[src/rtl/can_bt_pkg.sv]
// Package: shared configuration layout and sequencer state for the CAN
// bit timing generator. Assumes the 16-bit word layout fixed by R1.
package can_bt_pkg;
    localparam int CFG_W   = 16;
    localparam int BRP_W   = 6;
    localparam int SJW_W   = 2;
    localparam int T1_W    = 4;
    localparam int T2_W    = 3;
    localparam logic [CFG_W-1:0] CFG_RST  = 16'h2301;
    localparam logic [CFG_W-1:0] CFG_MASK = 16'h7FFF;

    typedef struct packed {
        logic              rsvd;
        logic [T2_W-1:0]   tseg2;
        logic [T1_W-1:0]   tseg1;
        logic [SJW_W-1:0]  sjw;
        logic [BRP_W-1:0]  brp;
    } cfg_t;

    typedef enum logic [1:0] {
        SEG_SYNC = 2'd0,
        SEG_ONE  = 2'd1,
        SEG_TWO  = 2'd2
    } seg_e;
endpackage

[src/rtl/can_bt_cfg_reg.sv]
// Configuration register. Holds the timing word and accepts a write only
// while both cfg_en and init are high. Bit 15 is forced to zero.
module can_bt_cfg_reg
    import can_bt_pkg::*;
(
    input  logic             clk,
    input  logic             rst_n,
    input  logic             init,
    input  logic             cfg_en,
    input  logic             wr_en,
    input  logic [CFG_W-1:0] wr_data,
    output cfg_t             cfg
);
    // Load the reset word, or a gated write with the reserved bit cleared.
    always_ff @(posedge clk) begin
        if (!rst_n)
            cfg <= cfg_t'(CFG_RST);
        else if (wr_en && cfg_en && init)
            cfg <= cfg_t'(wr_data & CFG_MASK);
    end
endmodule

[src/rtl/can_bt_prescaler.sv]
// Quantum prescaler. Raises tq for one clock every div+1 clocks. It is
// held at count zero while init is high, so the first tick after release
// comes div+1 clocks later.
module can_bt_prescaler #(
    parameter int W = 6
) (
    input  logic         clk,
    input  logic         rst_n,
    input  logic         init,
    input  logic [W-1:0] div,
    output logic         tq
);
    logic [W-1:0] cnt;

    assign tq = !init && (cnt == div);

    // Count clocks within a quantum and wrap on the tick.
    always_ff @(posedge clk) begin
        if (!rst_n || init || tq)
            cnt <= '0;
        else
            cnt <= cnt + 1'b1;
    end
endmodule

[src/rtl/can_bt_rx_sync.sv]
// Receive synchroniser and falling-edge detector. STAGES flops bring rx
// into the clock domain. One more flop keeps the previous level. All
// flops reset to recessive, so no false edge appears after reset.
module can_bt_rx_sync #(
    parameter int STAGES = 2
) (
    input  logic clk,
    input  logic rst_n,
    input  logic rx,
    output logic fall
);
    logic [STAGES:0] sh;

    // Shift the raw line through the synchroniser and history flop.
    always_ff @(posedge clk) begin
        if (!rst_n)
            sh <= '1;
        else
            sh <= {sh[STAGES-1:0], rx};
    end

    assign fall = sh[STAGES] && !sh[STAGES-1];
endmodule

[src/rtl/can_bt_seq.sv]
// Bit segment sequencer. Steps sync -> first phase -> second phase on
// quantum ticks. It applies one resynchronisation per sample interval,
// limited to the jump width, and drives registered strobes. It assumes
// tseg1 >= 1, and that a fall pulse lasts one clock.
module can_bt_seq
    import can_bt_pkg::*;
#(
    parameter int P1_W = 4,
    parameter int P2_W = 3,
    parameter int J_W  = 2
) (
    input  logic            clk,
    input  logic            rst_n,
    input  logic            init,
    input  logic            tq,
    input  logic            fall,
    input  logic [P1_W-1:0] tseg1,
    input  logic [P2_W-1:0] tseg2,
    input  logic [J_W-1:0]  sjw,
    output logic            sample_o,
    output logic            bit_end_o
);
    localparam int L1_W = P1_W + 2;
    localparam int L2_W = P2_W + 1;

    seg_e              seg;
    logic [L1_W-1:0]   qcnt;
    logic [L1_W-1:0]   len1, len1_n, err1, ext1, jump;
    logic [L2_W-1:0]   len2, len2_n, rem2, cut2, jump2;
    logic              resynced, adj1, adj2, last1, last2;

    // Work out the phase corrections and end-of-phase conditions.
    always_comb begin
        jump   = L1_W'(sjw) + L1_W'(1);
        jump2  = L2_W'(jump);
        adj1   = fall && (seg == SEG_ONE) && !resynced;
        adj2   = fall && (seg == SEG_TWO) && !resynced;
        err1   = qcnt + L1_W'(1);
        ext1   = (err1 < jump) ? err1 : jump;
        len1_n = adj1 ? (len1 + ext1) : len1;
        rem2   = len2 - L2_W'(qcnt);
        cut2   = (rem2 < jump2) ? rem2 : jump2;
        len2_n = adj2 ? (len2 - cut2) : len2;
        last1  = (qcnt + L1_W'(1)) >= len1_n;
        last2  = (qcnt + L1_W'(1)) >= L1_W'(len2_n);
    end

    // Advance segments on quantum ticks and emit one-clock strobes.
    always_ff @(posedge clk) begin
        if (!rst_n || init) begin
            seg       <= SEG_SYNC;
            qcnt      <= '0;
            len1      <= L1_W'(tseg1) + L1_W'(1);
            len2      <= L2_W'(tseg2) + L2_W'(1);
            resynced  <= 1'b0;
            sample_o  <= 1'b0;
            bit_end_o <= 1'b0;
        end else begin
            sample_o  <= 1'b0;
            bit_end_o <= 1'b0;
            len1      <= len1_n;
            len2      <= len2_n;
            if (adj1 || adj2)
                resynced <= 1'b1;
            if (tq) begin
                case (seg)
                    SEG_SYNC: begin
                        seg  <= SEG_ONE;
                        qcnt <= '0;
                        len1 <= L1_W'(tseg1) + L1_W'(1);
                    end
                    SEG_ONE: begin
                        if (last1) begin
                            seg      <= SEG_TWO;
                            qcnt     <= '0;
                            len2     <= L2_W'(tseg2) + L2_W'(1);
                            resynced <= 1'b0;
                            sample_o <= 1'b1;
                        end else begin
                            qcnt <= qcnt + L1_W'(1);
                        end
                    end
                    SEG_TWO: begin
                        if (last2) begin
                            seg       <= SEG_SYNC;
                            qcnt      <= '0;
                            bit_end_o <= 1'b1;
                        end else begin
                            qcnt <= qcnt + L1_W'(1);
                        end
                    end
                    default: seg <= SEG_SYNC;
                endcase
            end
        end
    end
endmodule

[src/rtl/can_bit_timer.sv]
// Top of the CAN bit timing generator: configuration register, quantum
// prescaler, receive synchroniser and segment sequencer. It assumes rx
// is asynchronous and idles recessive (1).
module can_bit_timer
    import can_bt_pkg::*;
#(
    parameter int SYNC_STAGES = 2
) (
    input  logic             clk,
    input  logic             rst_n,
    input  logic             init,
    input  logic             cfg_en,
    input  logic             wr_en,
    input  logic [CFG_W-1:0] wr_data,
    output logic [CFG_W-1:0] cfg_q,
    input  logic             rx,
    output logic             sample_o,
    output logic             bit_end_o
);
    cfg_t cfg;
    logic tq;
    logic fall;

    assign cfg_q = cfg;

    can_bt_cfg_reg u_cfg (
        .clk(clk), .rst_n(rst_n), .init(init), .cfg_en(cfg_en),
        .wr_en(wr_en), .wr_data(wr_data), .cfg(cfg)
    );

    can_bt_prescaler #(.W(BRP_W)) u_pre (
        .clk(clk), .rst_n(rst_n), .init(init), .div(cfg.brp), .tq(tq)
    );

    can_bt_rx_sync #(.STAGES(SYNC_STAGES)) u_rx (
        .clk(clk), .rst_n(rst_n), .rx(rx), .fall(fall)
    );

    can_bt_seq #(.P1_W(T1_W), .P2_W(T2_W), .J_W(SJW_W)) u_seq (
        .clk(clk), .rst_n(rst_n), .init(init), .tq(tq), .fall(fall),
        .tseg1(cfg.tseg1), .tseg2(cfg.tseg2), .sjw(cfg.sjw),
        .sample_o(sample_o), .bit_end_o(bit_end_o)
    );
endmodule

[config.mk]
export PLATFORM = sky130hd
export DESIGN_NAME = can_bit_timer
export DESIGN_NICKNAME = d
export VERILOG_FILES = /design/src/rtl/can_bt_pkg.sv /design/src/rtl/can_bt_cfg_reg.sv /design/src/rtl/can_bt_prescaler.sv /design/src/rtl/can_bt_rx_sync.sv /design/src/rtl/can_bt_seq.sv /design/src/rtl/can_bit_timer.sv
export SDC_FILE = /design/constraint.sdc
export NUM_CORES = 1
export LEC_CHECK = 0
export ABC_AREA = 1
export BUFFER_PORTS_ARGS = -buffer_cell sky130_fd_sc_hd__buf_4
export CORE_MARGIN = 3
export CORE_UTILIZATION = 40
export CTS_BUF_LIST = sky130_fd_sc_hd__clkbuf_4 sky130_fd_sc_hd__clkbuf_8
export CTS_CLUSTER_SIZE = 8
export DETAILED_ROUTE_END_ITERATION = 10
export PLACE_DENSITY = 0.7
export SYNTH_ARGS = -nofsm -noshare
export SYNTH_HDL_FRONTEND = slang
export SYNTH_SLANG_ARGS = --single-unit
[constraint.sdc]
create_clock -name clk -period 4.2 [get_ports clk]
set_input_delay 0 -clock clk [delete_from_list [all_inputs] [get_ports clk]]
set_output_delay 0 -clock clk [all_outputs]
set_load 0.005 [all_outputs]
==> flow_metrics.env <==
export IMPL_run_status="finished clean"
export IMPL_worst_r2r_path_depth=25
export IMPL_io_pins=40
export IMPL_finalNonFillerCells=545
export IMPL_synth_yosys_seq_area_share_pct=32.2
export IMPL_grt_antenna_before_repair=0
export IMPL_post_synth_instance_area_mm2=0.00280
export IMPL_rows=29
export IMPL_cts_max_level=2
export IMPL_clkTransAtPathRegs_ns=0.10
export IMPL_first_global_vias=2438
export IMPL_finalCoreUtilization_pct=56.7
export IMPL_area_of_the_die_mm2=0.00804
export IMPL_area_growth_pct=32.9
export IMPL_asyncSetResetFlopFracSynth_pct=0
export IMPL_skew_ns=0.00851
export IMPL_floorplan_core_area_mm2=0.00657
export IMPL_pre_cts_ws_ns=-0.0277
export IMPL_layout_worst_path_cycle_share_pct=98.1
export IMPL_die_span_x_um=89.7
export IMPL_timing_max_cap_violations=0
export IMPL_numCtsBuffers=5
export IMPL_synth_yosys_warnings=0
export IMPL_finalInstanceArea_mm2=0.00372
export IMPL_mapped_avg_cell_area_um2=7.43
export IMPL_grt_use_total_pct=17.1
export IMPL_max_freq_mhz=243
export IMPL_routed_wl_um=6710
export IMPL_dpl_cell_count=509
export IMPL_finalWeightedCongestion=0.820
export IMPL_cpMaxStageDelayCell="sky130_fd_sc_hd__fa_1"
export IMPL_timing_final_max_slew_violations=0
export IMPL_worstPathMaxFanout=5
export IMPL_routed_via_density=4.82
export IMPL_worstSetupStartpointType="register"
export IMPL_layout_nets=509
export IMPL_leakagePower_nw=1.71
export IMPL_route_detailed_drc=0
export IMPL_rsz_0062_raised_after_global_routing="true"
export IMPL_initial_utilization_pct=42.6
export IMPL_port_buffer_count=37
export IMPL_global_route_wire_length_before_repair_um=11000
export IMPL_vdd_ir_drop_worst_uv=211
export IMPL_timing_slew_headroom_pct=43.6
export IMPL_ys_ff_latch=45
export IMPL_num_fill_cells=576
export IMPL_ys_flop_type="sky130_fd_sc_hd__dfxtp_1"
export IMPL_critical_path_most_common_cell="sky130_fd_sc_hd__ha_1"
export IMPL_cell_count_after_synthesis=377
export IMPL_synth_cell_types=30
export IMPL_place_area_mm2=0.00321
export IMPL_endpoint_type_of_the_worst_setup_path="register"
export IMPL_worst_hold_class="in2reg"
export IMPL_first_iter_violations=148
export IMPL_final_critical_path_setup_slack_ns=0.0812
export IMPL_crit_path_start="u_seq.len2[0]"
export IMPL_worst_ep_required_time_ns=4.43
export IMPL_crit_arrival_ns=4.34
export IMPL_tritoncts="built"
export IMPL_wl_per_cell_um=12.3
export IMPL_dr_total_vias=2629
export IMPL_max_slew_worst_pin_slew_ns=0.842
export IMPL_firstDrtPassIters=5
export IMPL_worstHoldEndpoint="u_cfg.cfg[6]"
export IMPL_synth_enable_flop_cells=0
export IMPL_insertion_delay_ns=0.30
export IMPL_maximum_number_of_pins_on_one_net_before_global_route_repair=24
export IMPL_final_hold_viol_count=0
export IMPL_detailed_place_hpwl_um=4880
export IMPL_timing_setup_critical_path_class="reg2reg"
export IMPL_r2r_end="u_seq.qcnt[2]"
export IMPL_insertedDiodeCount=0
export IMPL_worst_r2r_startpoint="u_seq.len2[0]"
export IMPL_critPathTopFamily="adder cells"
export IMPL_finalPower_mw=1.06
export IMPL_worstHoldPathCells=3
export IMPL_hold_slack_ns=0.0158
export IMPL_timing_setup_tns_ns=0
export IMPL_global_route_overflow_total=0
export IMPL_drive_above_1_share_pct=22.8
export IMPL_setup_violations_final=0
export IMPL_path_buf_inv=4
export IMPL_ant_nets=0
export IMPL_critical_path_max_stage_delay_ns=0.50
export IMPL_worst_r2r_setup_slack_ns=0.08
export IMPL_clockBufferDepth=2
export IMPL_ctsRootBufferMaster="sky130_fd_sc_hd__clkbuf_8"
export IMPL_fin_crit_ns=4.12
export IMPL_sink_count_of_the_clock_tree=45
export IMPL_fp_dieH_um=89.7
export IMPL_powerDensity_mw_per_mm2=284
export IMPL_timing_hold_worst_start="wr_data[6]"
==> layout by cell type (no fill, tap or decap), types with 4 or more instances in the layout <==
cell type,n
sky130_fd_sc_hd__ha_1,29
sky130_fd_sc_hd__dfxtp_2,4
sky130_fd_sc_hd__nand2_1,74
sky130_fd_sc_hd__nand2_4,4
sky130_fd_sc_hd__o21ai_1,8
sky130_fd_sc_hd__buf_4,49
sky130_fd_sc_hd__o21ai_2,4
sky130_fd_sc_hd__inv_1,53
sky130_fd_sc_hd__o21ai_0,19
sky130_fd_sc_hd__xor2_1,10
sky130_fd_sc_hd__nor2_1,20
sky130_fd_sc_hd__clkbuf_8,5
sky130_fd_sc_hd__inv_2,5
sky130_fd_sc_hd__xnor2_1,8
sky130_fd_sc_hd__dfxtp_1,40
sky130_fd_sc_hd__nand2_2,5
sky130_fd_sc_hd__or2_2,4
sky130_fd_sc_hd__a21oi_1,21
sky130_fd_sc_hd__dlygate4sd3_1,20
sky130_fd_sc_hd__nand4_1,4
sky130_fd_sc_hd__nand3_1,26
==> sequential cells by signal, summed over array words and instances (netlist names) <==
signal and flops:
u_seq.len2 4, u_seq.resynced 1, u_seq.seg 2, u_seq.sample_o 1
u_seq.bit_end_o 1, u_rx.sh 3, u_seq.qcnt 6, u_seq.len1 6
u_cfg.cfg 15, u_pre.cnt 6
==> tightest hold or removal path: stages <==
cell                      delay [ns]
sky130_fd_sc_hd__buf_4          0.07
sky130_fd_sc_hd__o21ai_0        0.09
sky130_fd_sc_hd__a21oi_1        0.12
==> logic make-up after synthesis <==
group,share of synthesized area (%)
xor gates and xnor gates,5.63
AOI/OAI and AO/OA,11.2
adders and majority gates,16.9
buffers and inverters,8.71
and+or+nand+nor,24.4
muxes,0.804
DFF,32.2
other,0.134
==> how the worst max path moves through the flow <==
stage | endpoint | slack, ns | cells past startpoint
after detailed placement | u_seq.qcnt[3] | -0.03 | 23
final | u_seq.qcnt[2] | 0.08 | 25
after global placement | u_seq.qcnt[3] | 0.14 | 23
after global routing | u_seq.qcnt[1] | -0.13 | 25
after floorplan | u_seq.qcnt[2] | 0.30 | 22
after CTS | u_seq.qcnt[3] | 0.01 | 23
==> per-layer routing <==
layer / vias to the layer above / share of wire [%] / global-route usage (%)
li1: 1364 / - / -
met1: 1199 / 44 / 21.9
met2: 64 / 51 / 30.5
met3: 2 / 4.3 / 3.10
met4: 0 / 0.28 / 2.44
met5: - / 0 / 0
==> repair_timing <==
| item | CTS | global route |
|---|---|---|
| setup buffers | 1 | 7 |
| setup endpoints to repair | 6 | 14 |
| hold endpoints to repair | 16 | 0 |
| resized for setup | 1 | 51 |
| hold buffers | 20 | 0 |
| pin swaps | 0 | 22 |
==> layout make-up <==
class / instances / area, um^2 / share of cell area (%)
clock inverters: 3 / 47.5 / 1.28
inverters: 58 / 218 / 5.85
clock buffers: 5 / 68.8 / 1.85
repair buffers: 70 / 579 / 15.6
well taps: 93 / 116 / 3.13
multi-input cells: 271 / 1780 / 47.9
flip-flops and latches: 45 / 910 / 24.4
==> report_power, final <==
group | switching, mW | internal, mW | total [mW] | leakage [nW]
Sequential | 0.0155 | 0.443 | 0.459 | 0.369
Clock | 0.165 | 0.182 | 0.347 | 0.0591
Combinational | 0.127 | 0.122 | 0.249 | 1.28
==> Yosys cell counts (3+ instances only) <==
cell                        n  area (um^2)
sky130_fd_sc_hd__fa_1       3         60.1
sky130_fd_sc_hd__ha_1      33          413
sky130_fd_sc_hd__nand2_1   79          297
sky130_fd_sc_hd__a21oi_1   23          115
sky130_fd_sc_hd__nor2_1    21         78.8
sky130_fd_sc_hd__dfxtp_1   45          901
sky130_fd_sc_hd__or2_2      4         25.0
sky130_fd_sc_hd__nand4_1    4         25.0
sky130_fd_sc_hd__xor2_1    10         87.6
sky130_fd_sc_hd__a21boi_0   3         22.5
sky130_fd_sc_hd__nand2_2    4         25.0
sky130_fd_sc_hd__clkbuf_1   3         11.3
sky130_fd_sc_hd__inv_1     58          218
sky130_fd_sc_hd__nand3_1   28          140
sky130_fd_sc_hd__o21ai_0   30          150
sky130_fd_sc_hd__xnor2_1    8         70.1
(Power assumes the default switching activity.)
